File: src/rtl/stamp_pkg.sv
package stamp_pkg;

   typedef enum logic [1:0] {
      KIND_IDLE   = 2'b00,
      KIND_RDREG  = 2'b01,
      KIND_WRREG  = 2'b10,
      KIND_RDSTMP = 2'b11
   } req_kind_e;

   localparam int unsigned KIND_W = 2;

endpackage

File: src/rtl/stamp_counter.sv
module stamp_counter #(
   parameter int unsigned CNT_W = 64,
   parameter int unsigned SEG_W = 16
) (
   input  logic             clk,
   input  logic             rst,
   input  logic             ld_en,
   input  logic [CNT_W-1:0] ld_val,
   output logic [CNT_W-1:0] cnt_q
);

   localparam int unsigned NSEG = (CNT_W + SEG_W - 1) / SEG_W;

   if (SEG_W == 0 || CNT_W % SEG_W != 0) begin : g_bad_seg
      $error("stamp_counter: CNT_W must be a whole multiple of SEG_W");
   end

   logic [CNT_W-1:0] cnt_inc;

   if (NSEG <= 1) begin : g_flat
      // Single full-width adder.
      assign cnt_inc = cnt_q + {{(CNT_W-1){1'b0}}, 1'b1};
   end else begin : g_seg
      // Segmented incrementer: each segment adds the AND of lower all-ones flags.
      logic [NSEG:0] carry;
      assign carry[0] = 1'b1;
      for (genvar s = 0; s < NSEG; s++) begin : g_s
         logic [SEG_W-1:0] seg_cur;
         assign seg_cur   = cnt_q[s*SEG_W +: SEG_W];
         assign carry[s+1] = carry[s] & (&seg_cur);
         assign cnt_inc[s*SEG_W +: SEG_W] = seg_cur + {{(SEG_W-1){1'b0}}, carry[s]};
      end
   end

   always_ff @(posedge clk) begin
      if (rst) begin
         cnt_q <= '0;
      end else if (ld_en) begin
         cnt_q <= ld_val;
      end else begin
         cnt_q <= cnt_inc;
      end
   end

   AST_COUNT_STEP: assert property (@(posedge clk) disable iff (rst)
      (!$past(rst) && !$past(ld_en)) |-> cnt_q == $past(cnt_q) + {{(CNT_W-1){1'b0}}, 1'b1})
      else $error("counter did not advance by one");

   AST_WRITE_LOAD: assert property (@(posedge clk) disable iff (rst)
      (!$past(rst) && $past(ld_en)) |-> cnt_q == $past(ld_val))
      else $error("counter did not take the written value");

endmodule

File: src/rtl/stamp_gate.sv
module stamp_gate #(
   parameter int unsigned         IDX_W     = 32,
   parameter int unsigned         PRIV_W    = 2,
   parameter logic [IDX_W-1:0]    SEL_INDEX = 'h10
) (
   input  logic [stamp_pkg::KIND_W-1:0] req_kind,
   input  logic [IDX_W-1:0]             req_index,
   input  logic [PRIV_W-1:0]            priv_lvl,
   input  logic                         stamp_lock,
   output logic                         rd_ok,
   output logic                         wr_ok,
   output logic                         deny
);
   import stamp_pkg::*;

   logic is_reg, idx_hit, top_priv, stamp_ok, is_idle;

   always_comb begin
      is_idle  = (req_kind == KIND_IDLE);
      is_reg   = (req_kind == KIND_RDREG) || (req_kind == KIND_WRREG);
      idx_hit  = (req_index == SEL_INDEX);
      top_priv = (priv_lvl == '0);
      stamp_ok = !stamp_lock || top_priv;
      rd_ok    = ((req_kind == KIND_RDREG) && idx_hit && top_priv)
              || ((req_kind == KIND_RDSTMP) && stamp_ok);
      wr_ok    = (req_kind == KIND_WRREG) && idx_hit && top_priv;
      deny     = !is_idle && !rd_ok && !wr_ok;
   end

   AST_GRANT_EXCLUSIVE: assert final ($countones({rd_ok, wr_ok, deny}) <= 1)
      else $error("more than one access outcome");

   AST_REG_NEEDS_TOP: assert final (!(is_reg && !top_priv && (rd_ok || wr_ok)))
      else $error("register access granted off level 0");

endmodule

File: src/rtl/stamp_resp.sv
module stamp_resp #(
   parameter int unsigned HALF_W = 32
) (
   input  logic                clk,
   input  logic                rst,
   input  logic                rd_ok,
   input  logic                deny,
   input  logic [2*HALF_W-1:0] cnt_q,
   output logic                rsp_valid,
   output logic [HALF_W-1:0]   rsp_hi,
   output logic [HALF_W-1:0]   rsp_lo,
   output logic                fault
);

   always_ff @(posedge clk) begin
      if (rst) begin
         rsp_valid <= 1'b0;
         rsp_hi    <= '0;
         rsp_lo    <= '0;
         fault     <= 1'b0;
      end else begin
         rsp_valid <= rd_ok;
         fault     <= deny;
         if (rd_ok) begin
            rsp_hi <= cnt_q[2*HALF_W-1:HALF_W];
            rsp_lo <= cnt_q[HALF_W-1:0];
         end else begin
            rsp_hi <= '0;
            rsp_lo <= '0;
         end
      end
   end

   AST_FAULT_NO_DATA: assert property (@(posedge clk) disable iff (rst)
      fault |-> (!rsp_valid && rsp_hi == '0 && rsp_lo == '0))
      else $error("fault carried data");

endmodule

File: src/rtl/cyc_stamp_unit.sv
module cyc_stamp_unit #(
   parameter int unsigned      HALF_W    = 32,
   parameter int unsigned      SEG_W     = 16,
   parameter int unsigned      IDX_W     = 32,
   parameter int unsigned      PRIV_W    = 2,
   parameter logic [IDX_W-1:0] SEL_INDEX = 'h10
) (
   input  logic                          clk,
   input  logic                          rst,
   input  logic [stamp_pkg::KIND_W-1:0]  req_kind,
   input  logic [IDX_W-1:0]              req_index,
   input  logic [HALF_W-1:0]             wr_hi,
   input  logic [HALF_W-1:0]             wr_lo,
   input  logic [PRIV_W-1:0]             priv_lvl,
   input  logic                          stamp_lock,
   output logic                          rsp_valid,
   output logic [HALF_W-1:0]             rsp_hi,
   output logic [HALF_W-1:0]             rsp_lo,
   output logic                          fault
);
   import stamp_pkg::*;

   localparam int unsigned CNT_W = 2 * HALF_W;

   if (HALF_W < 1 || PRIV_W < 1 || IDX_W < 1) begin : g_bad_width
      $error("cyc_stamp_unit: widths must be positive");
   end

   logic             rd_ok, wr_ok, deny;
   logic [CNT_W-1:0] cnt_q;

   stamp_gate #(
      .IDX_W     (IDX_W),
      .PRIV_W    (PRIV_W),
      .SEL_INDEX (SEL_INDEX)
   ) u_gate (
      .req_kind   (req_kind),
      .req_index  (req_index),
      .priv_lvl   (priv_lvl),
      .stamp_lock (stamp_lock),
      .rd_ok      (rd_ok),
      .wr_ok      (wr_ok),
      .deny       (deny)
   );

   stamp_counter #(
      .CNT_W (CNT_W),
      .SEG_W (SEG_W)
   ) u_counter (
      .clk    (clk),
      .rst    (rst),
      .ld_en  (wr_ok),
      .ld_val ({wr_hi, wr_lo}),
      .cnt_q  (cnt_q)
   );

   stamp_resp #(
      .HALF_W (HALF_W)
   ) u_resp (
      .clk       (clk),
      .rst       (rst),
      .rd_ok     (rd_ok),
      .deny      (deny),
      .cnt_q     (cnt_q),
      .rsp_valid (rsp_valid),
      .rsp_hi    (rsp_hi),
      .rsp_lo    (rsp_lo),
      .fault     (fault)
   );

   AST_READ_VALUE: assert property (@(posedge clk) disable iff (rst)
      rsp_valid |-> {rsp_hi, rsp_lo} == $past(cnt_q))
      else $error("read returned a value other than the start-of-cycle count");

   AST_PRIV_FAULT: assert property (@(posedge clk) disable iff (rst)
      ((req_kind == KIND_RDREG || req_kind == KIND_WRREG) && priv_lvl != '0) |=> (fault && !rsp_valid))
      else $error("register access off level 0 did not fault");

   AST_LOCK_FAULT: assert property (@(posedge clk) disable iff (rst)
      (req_kind == KIND_RDSTMP && stamp_lock && priv_lvl != '0) |=> (fault && !rsp_valid))
      else $error("locked stamp read off level 0 did not fault");

   AST_BAD_INDEX: assert property (@(posedge clk) disable iff (rst)
      ((req_kind == KIND_RDREG || req_kind == KIND_WRREG) && req_index != SEL_INDEX) |=> (fault && !rsp_valid))
      else $error("unknown index did not fault");

   AST_RESET_QUIET: assert property (@(posedge clk)
      $past(rst) |-> (!rsp_valid && !fault && rsp_hi == '0 && rsp_lo == '0))
      else $error("outputs not cleared by reset");

endmodule

File: config.mk
export PLATFORM = sky130hd
export DESIGN_NAME = cyc_stamp_unit
export DESIGN_NICKNAME = d
export VERILOG_FILES = /design/src/rtl/stamp_pkg.sv /design/src/rtl/stamp_counter.sv /design/src/rtl/stamp_gate.sv /design/src/rtl/stamp_resp.sv /design/src/rtl/cyc_stamp_unit.sv
export SDC_FILE = /design/constraint.sdc
export NUM_CORES = 1
export LEC_CHECK = 0
export BUFFER_PORTS_ARGS = -buffer_cell sky130_fd_sc_hd__buf_2
export CAP_MARGIN = 0
export CORE_UTILIZATION = 50
export CTS_BUF_LIST = sky130_fd_sc_hd__clkbuf_4
export CTS_CLUSTER_DIAMETER = 120
export DETAILED_ROUTE_END_ITERATION = 8
export PLACE_DENSITY_LB_ADDON = 0.08
export SKIP_LAST_GASP = 1
export SLEW_MARGIN = 20
export SYNTH_ARGS = -nofsm -noshare
export SYNTH_HDL_FRONTEND = slang
export SYNTH_HIERARCHICAL = 1
export SYNTH_SLANG_ARGS = --single-unit
File: constraint.sdc
create_clock -name clk -period 6.4 [get_ports clk]
set_input_delay 0.64 -clock clk [delete_from_list [all_inputs] [get_ports clk]]
set_output_delay 0.64 -clock clk [all_outputs]
set_load 0.005 [all_outputs]
==> results.md <==
- Status: finished, final reports clean
- Initial Utilization: 0.519
- Core ar.: 10,900 sq um
- Pin count of the biggest net entering global routing: 131
- LEAKAGE: 2.94 nW
- Worst hold endpoint: u_counter/cnt_q[52]$_SDFF_PP0_
- Post-Synthesis Cells: 571
- Reg clk slew, reported paths: 0.10 ns
- Initial antenna violation count: 1
- Root buf cell: clkbuf_4
- Post-route DRC: 0
- Setup Crit Path Kind: reg -> reg
- Global-route wire length before repair: 20.6 mm
- Startpoint types: flip-flop
- Drt via density: 5.28
- Die Ht: 109 um
- Ratio of cells with drive above 1 in the final layout: 0.319
- Setup TNS: 0 ns
- Clock Latency Late Sink: 0.51 ns
- Setup crit end kind: flip-flop
- Top cells by area, synth: dfxtp_1, and3b_1, xnor2_1
- Clock tree buffer depth: 2
- Routed wire per std cell: 14.4 um
- Post-layout min period: 3.04 ns
- Reg-to-reg slack, setup: 3.36 ns
- Worst Skew: 0.0159 ns
- Worst Tran Pin Value: 0.993 ns
- Max-Cap Viols: 0
- Starting DRC count in detailed routing: 155
- Min-Delay Startpoint: wr_hi[20]
- #FFs+latches synth: 130
- Final Hold Viols: 0
- Number of global-route vias before repair: 4,445
- Post-synthesis xor/xnor area fraction: 0.0772
- Cell area after synthesis: 5670 sq um
- CTS Buf Count: 17
- Yosys cell types: 36
- TritonRoute pass-1 iters: 4
- Num ports: 169
- Post-synth top area share: 0.459
- Slowest-stage cell, CP: dfxtp_1
- Max rail drop VDD: 0.117 mV
- Critical path peak fanout: 7
- Clock sinks: 130
- Fin util: 0.620
- GRT overflow: 0
- Synth area leader: dfxtp_1
- Worst Hold Depth: 3
- Synth warn: 6
- Worst-path cell chain: ha_1 > nand3_2 > nor3_2 > nand2_1 > nor3_1 > ha_1 > ha_1 > nand4_1 > nor3_1 > xnor2_1 > a211oi_1
- Post-synthesis adder-cell area fraction: 0.0176
- Buffer count from post-CTS setup fixing: 0
- Mapped Avg Cell Area: 9.94 sq um
- CP Data Arrival Time: 3.47 ns
- Crit path required time: 6.82 ns
- Cell Pwr Density: 204 nW/um^2
- Std cell rows: 38
- Critical R2R Capture: u_counter/cnt_q[58]$_SDFF_PP0_
- Area grow syn2layout: 19.4%
- Post-cts resize count: 0
- Final wirelength: 12.7 mm
- RSZ-0062 raised after global routing: false
- Post-synthesis compound-gate area fraction: 0.0845
- Fin. max-slew vios: 0
- Post-synthesis mux area share: 0.0124
- Chip width: 109 um
- Sequential area share after synthesis: 0.459
- Fmax: 0.329 GHz
- Hpwl dp: 8.54 mm
- Slew headroom: 0.338
- Placer Congestion: 0.779
- Final ANT Viol Nets: 0
- Final setup fails: 0
- IO buf count: 168
- Largest family of logic cells by synthesized area: simple AND/OR/NAND/NOR gates
- Crit path largest cell delay: 0.44 ns
- Synth Area in Simple Gates: 0.308
- Worst hold slack: 0.368 ns
- Fin crit share: 0.476
- TritonCTS clock tree: done
- HP Class: in -> reg
- R2r startpoint: u_counter/cnt_q[0]$_SDFF_PP0_
- Via count: 4,637
- NumNets Final: 837
- Total GRT Usage: 0.225
- H-tree depth: 4
- Most used cell, CP: ha_1
- Mapped Nets: 682
- Critical path buffers and inverters: 0
- Cts hold-fix bufs: 0
- Die area: 11,800 sq um
- Crit-path leading delay family: simple AND/OR/NAND/NOR gates
- Worst-case reg-to-reg path depth: 11
-- cells in the mapped netlist --
library cell  number
dfxtp_1          130
and3b_1           65
nor2_1            57
xnor2_1           43
nand2_1           40
a211oi_1          33
nor4_2            22
nand3_1           21
clkbuf_1          19
a21oi_1           16
inv_1             13
nor3_1            13
nand4_1           12
ha_1               8
o21ai_0            8
buf_2              7
mux2i_1            7
xor2_1             7
nor4_1             6
a311oi_1           5
buf_6              5
or3_1              5
a211oi_2           4
nor3_2             4
nand4_2            3
nand4_4            3
and4_1             2
buf_4              2
nand3_2            2
nor2b_1            2
nor4b_1            2
buf_1              1
inv_2              1
nand3_4            1
o211a_1            1
o21bai_1           1
-- layer usage --
metal / GRT usage / part of all wire / vias up / routed length [um]
li1: - / - / 2340 / -
met1: 0.275 / 0.46 / 2141 / 5790
met2: 0.375 / 0.47 / 141 / 5980
met3: 0.0723 / 0.061 / 15 / 771
met4: 0.0705 / 0.011 / 0 / 142
met5: 0 / 0 / - / 0
-- logic make-up after synthesis --
family	after synthesis
AOI/OAI and AO/OA	68
and+or+nand+nor	260
muxes	7
adders and majority gates	8
xor gates and xnor gates	50
buffers and inverters	48
DFF	130
-- stage by stage --
stage | std cells | area, sq um | setup WS (ns) | total power [mW]
after floorplan | 571 | 5670 | 3.91 | 0.859
after global placement | 847 | 6530 | 3.15 | 0.896
after detailed placement | 847 | 6530 | 3.02 | 0.897
after CTS | 877 | 6770 | 3.34 | 1.40
after global routing | 877 | 6770 | 3.07 | 1.44
final | 878 | 6780 | 3.36 | 1.38
-- cell usage in the layout, fill, tap and decap left out, drive strengths merged, types with 14 or more instances in the layout --
master / count
a211oi: 37
a21oi: 16
and3b: 65
buf: 170
clkbuf: 20
dfxtp: 130
inv: 14
nand2: 40
nand3: 24
nand4: 18
nor2: 57
nor3: 17
nor4: 28
xnor2: 43
-- where the power goes --
group | total, mW | leakage, nW | internal, mW | switching [mW]
clock network | 0.503 | 0.140 | 0.232 | 0.271
logic | 0.0643 | 1.76 | 0.0325 | 0.0318
registers | 0.813 | 1.05 | 0.811 | 0.00249
-- worst max path at each step --
stage | start | endpoint | slack (ns) | cells after the start
floorplan | u_counter/cnt_q[0]$_SDFF_PP0_ | u_counter/cnt_q[62]$_SDFF_PP0_ | 3.91 | 11
global placement | req_index[3] | u_counter/cnt_q[13]$_SDFF_PP0_ | 3.15 | 9
detailed placement | req_index[3] | u_counter/cnt_q[13]$_SDFF_PP0_ | 3.02 | 9
CTS | u_counter/cnt_q[0]$_SDFF_PP0_ | u_counter/cnt_q[58]$_SDFF_PP0_ | 3.34 | 11
global route | u_counter/cnt_q[0]$_SDFF_PP0_ | u_counter/cnt_q[58]$_SDFF_PP0_ | 3.07 | 11
finish | u_counter/cnt_q[0]$_SDFF_PP0_ | u_counter/cnt_q[58]$_SDFF_PP0_ | 3.36 | 11
-- area by class of cell --
type	instances	area, sq um
Tap cell	140	175
Clock buffer	20	150
Clock inverter	10	93.8
Sequential cell	130	2600
Timing Repair Buffer	170	862
Inverter	14	52.6
Multi-Input combinational cell	393	2840
Fill cell	1000	4160
Antenna cell	1	2.50
-- worst register-to-register path: stages, from the launching register on --
cell and delay [ns]:
dfxtp_1 0.44, ha_1 0.24, nand3_2 0.21, nor3_2 0.27, nand2_1 0.17, nor3_1 0.24, ha_1 0.28, ha_1 0.26
nand4_1 0.20, nor3_1 0.31, xnor2_1 0.10, a211oi_1 0.24
-- flip-flops by register name, indices dropped and copies added (netlist names) --
register and cells:
u_counter/cnt_q 64, u_resp/fault 1, u_resp/rsp_hi 32, u_resp/rsp_lo 32
u_resp/rsp_valid 1
Note: power is estimated with default switching activity, not from simulation.
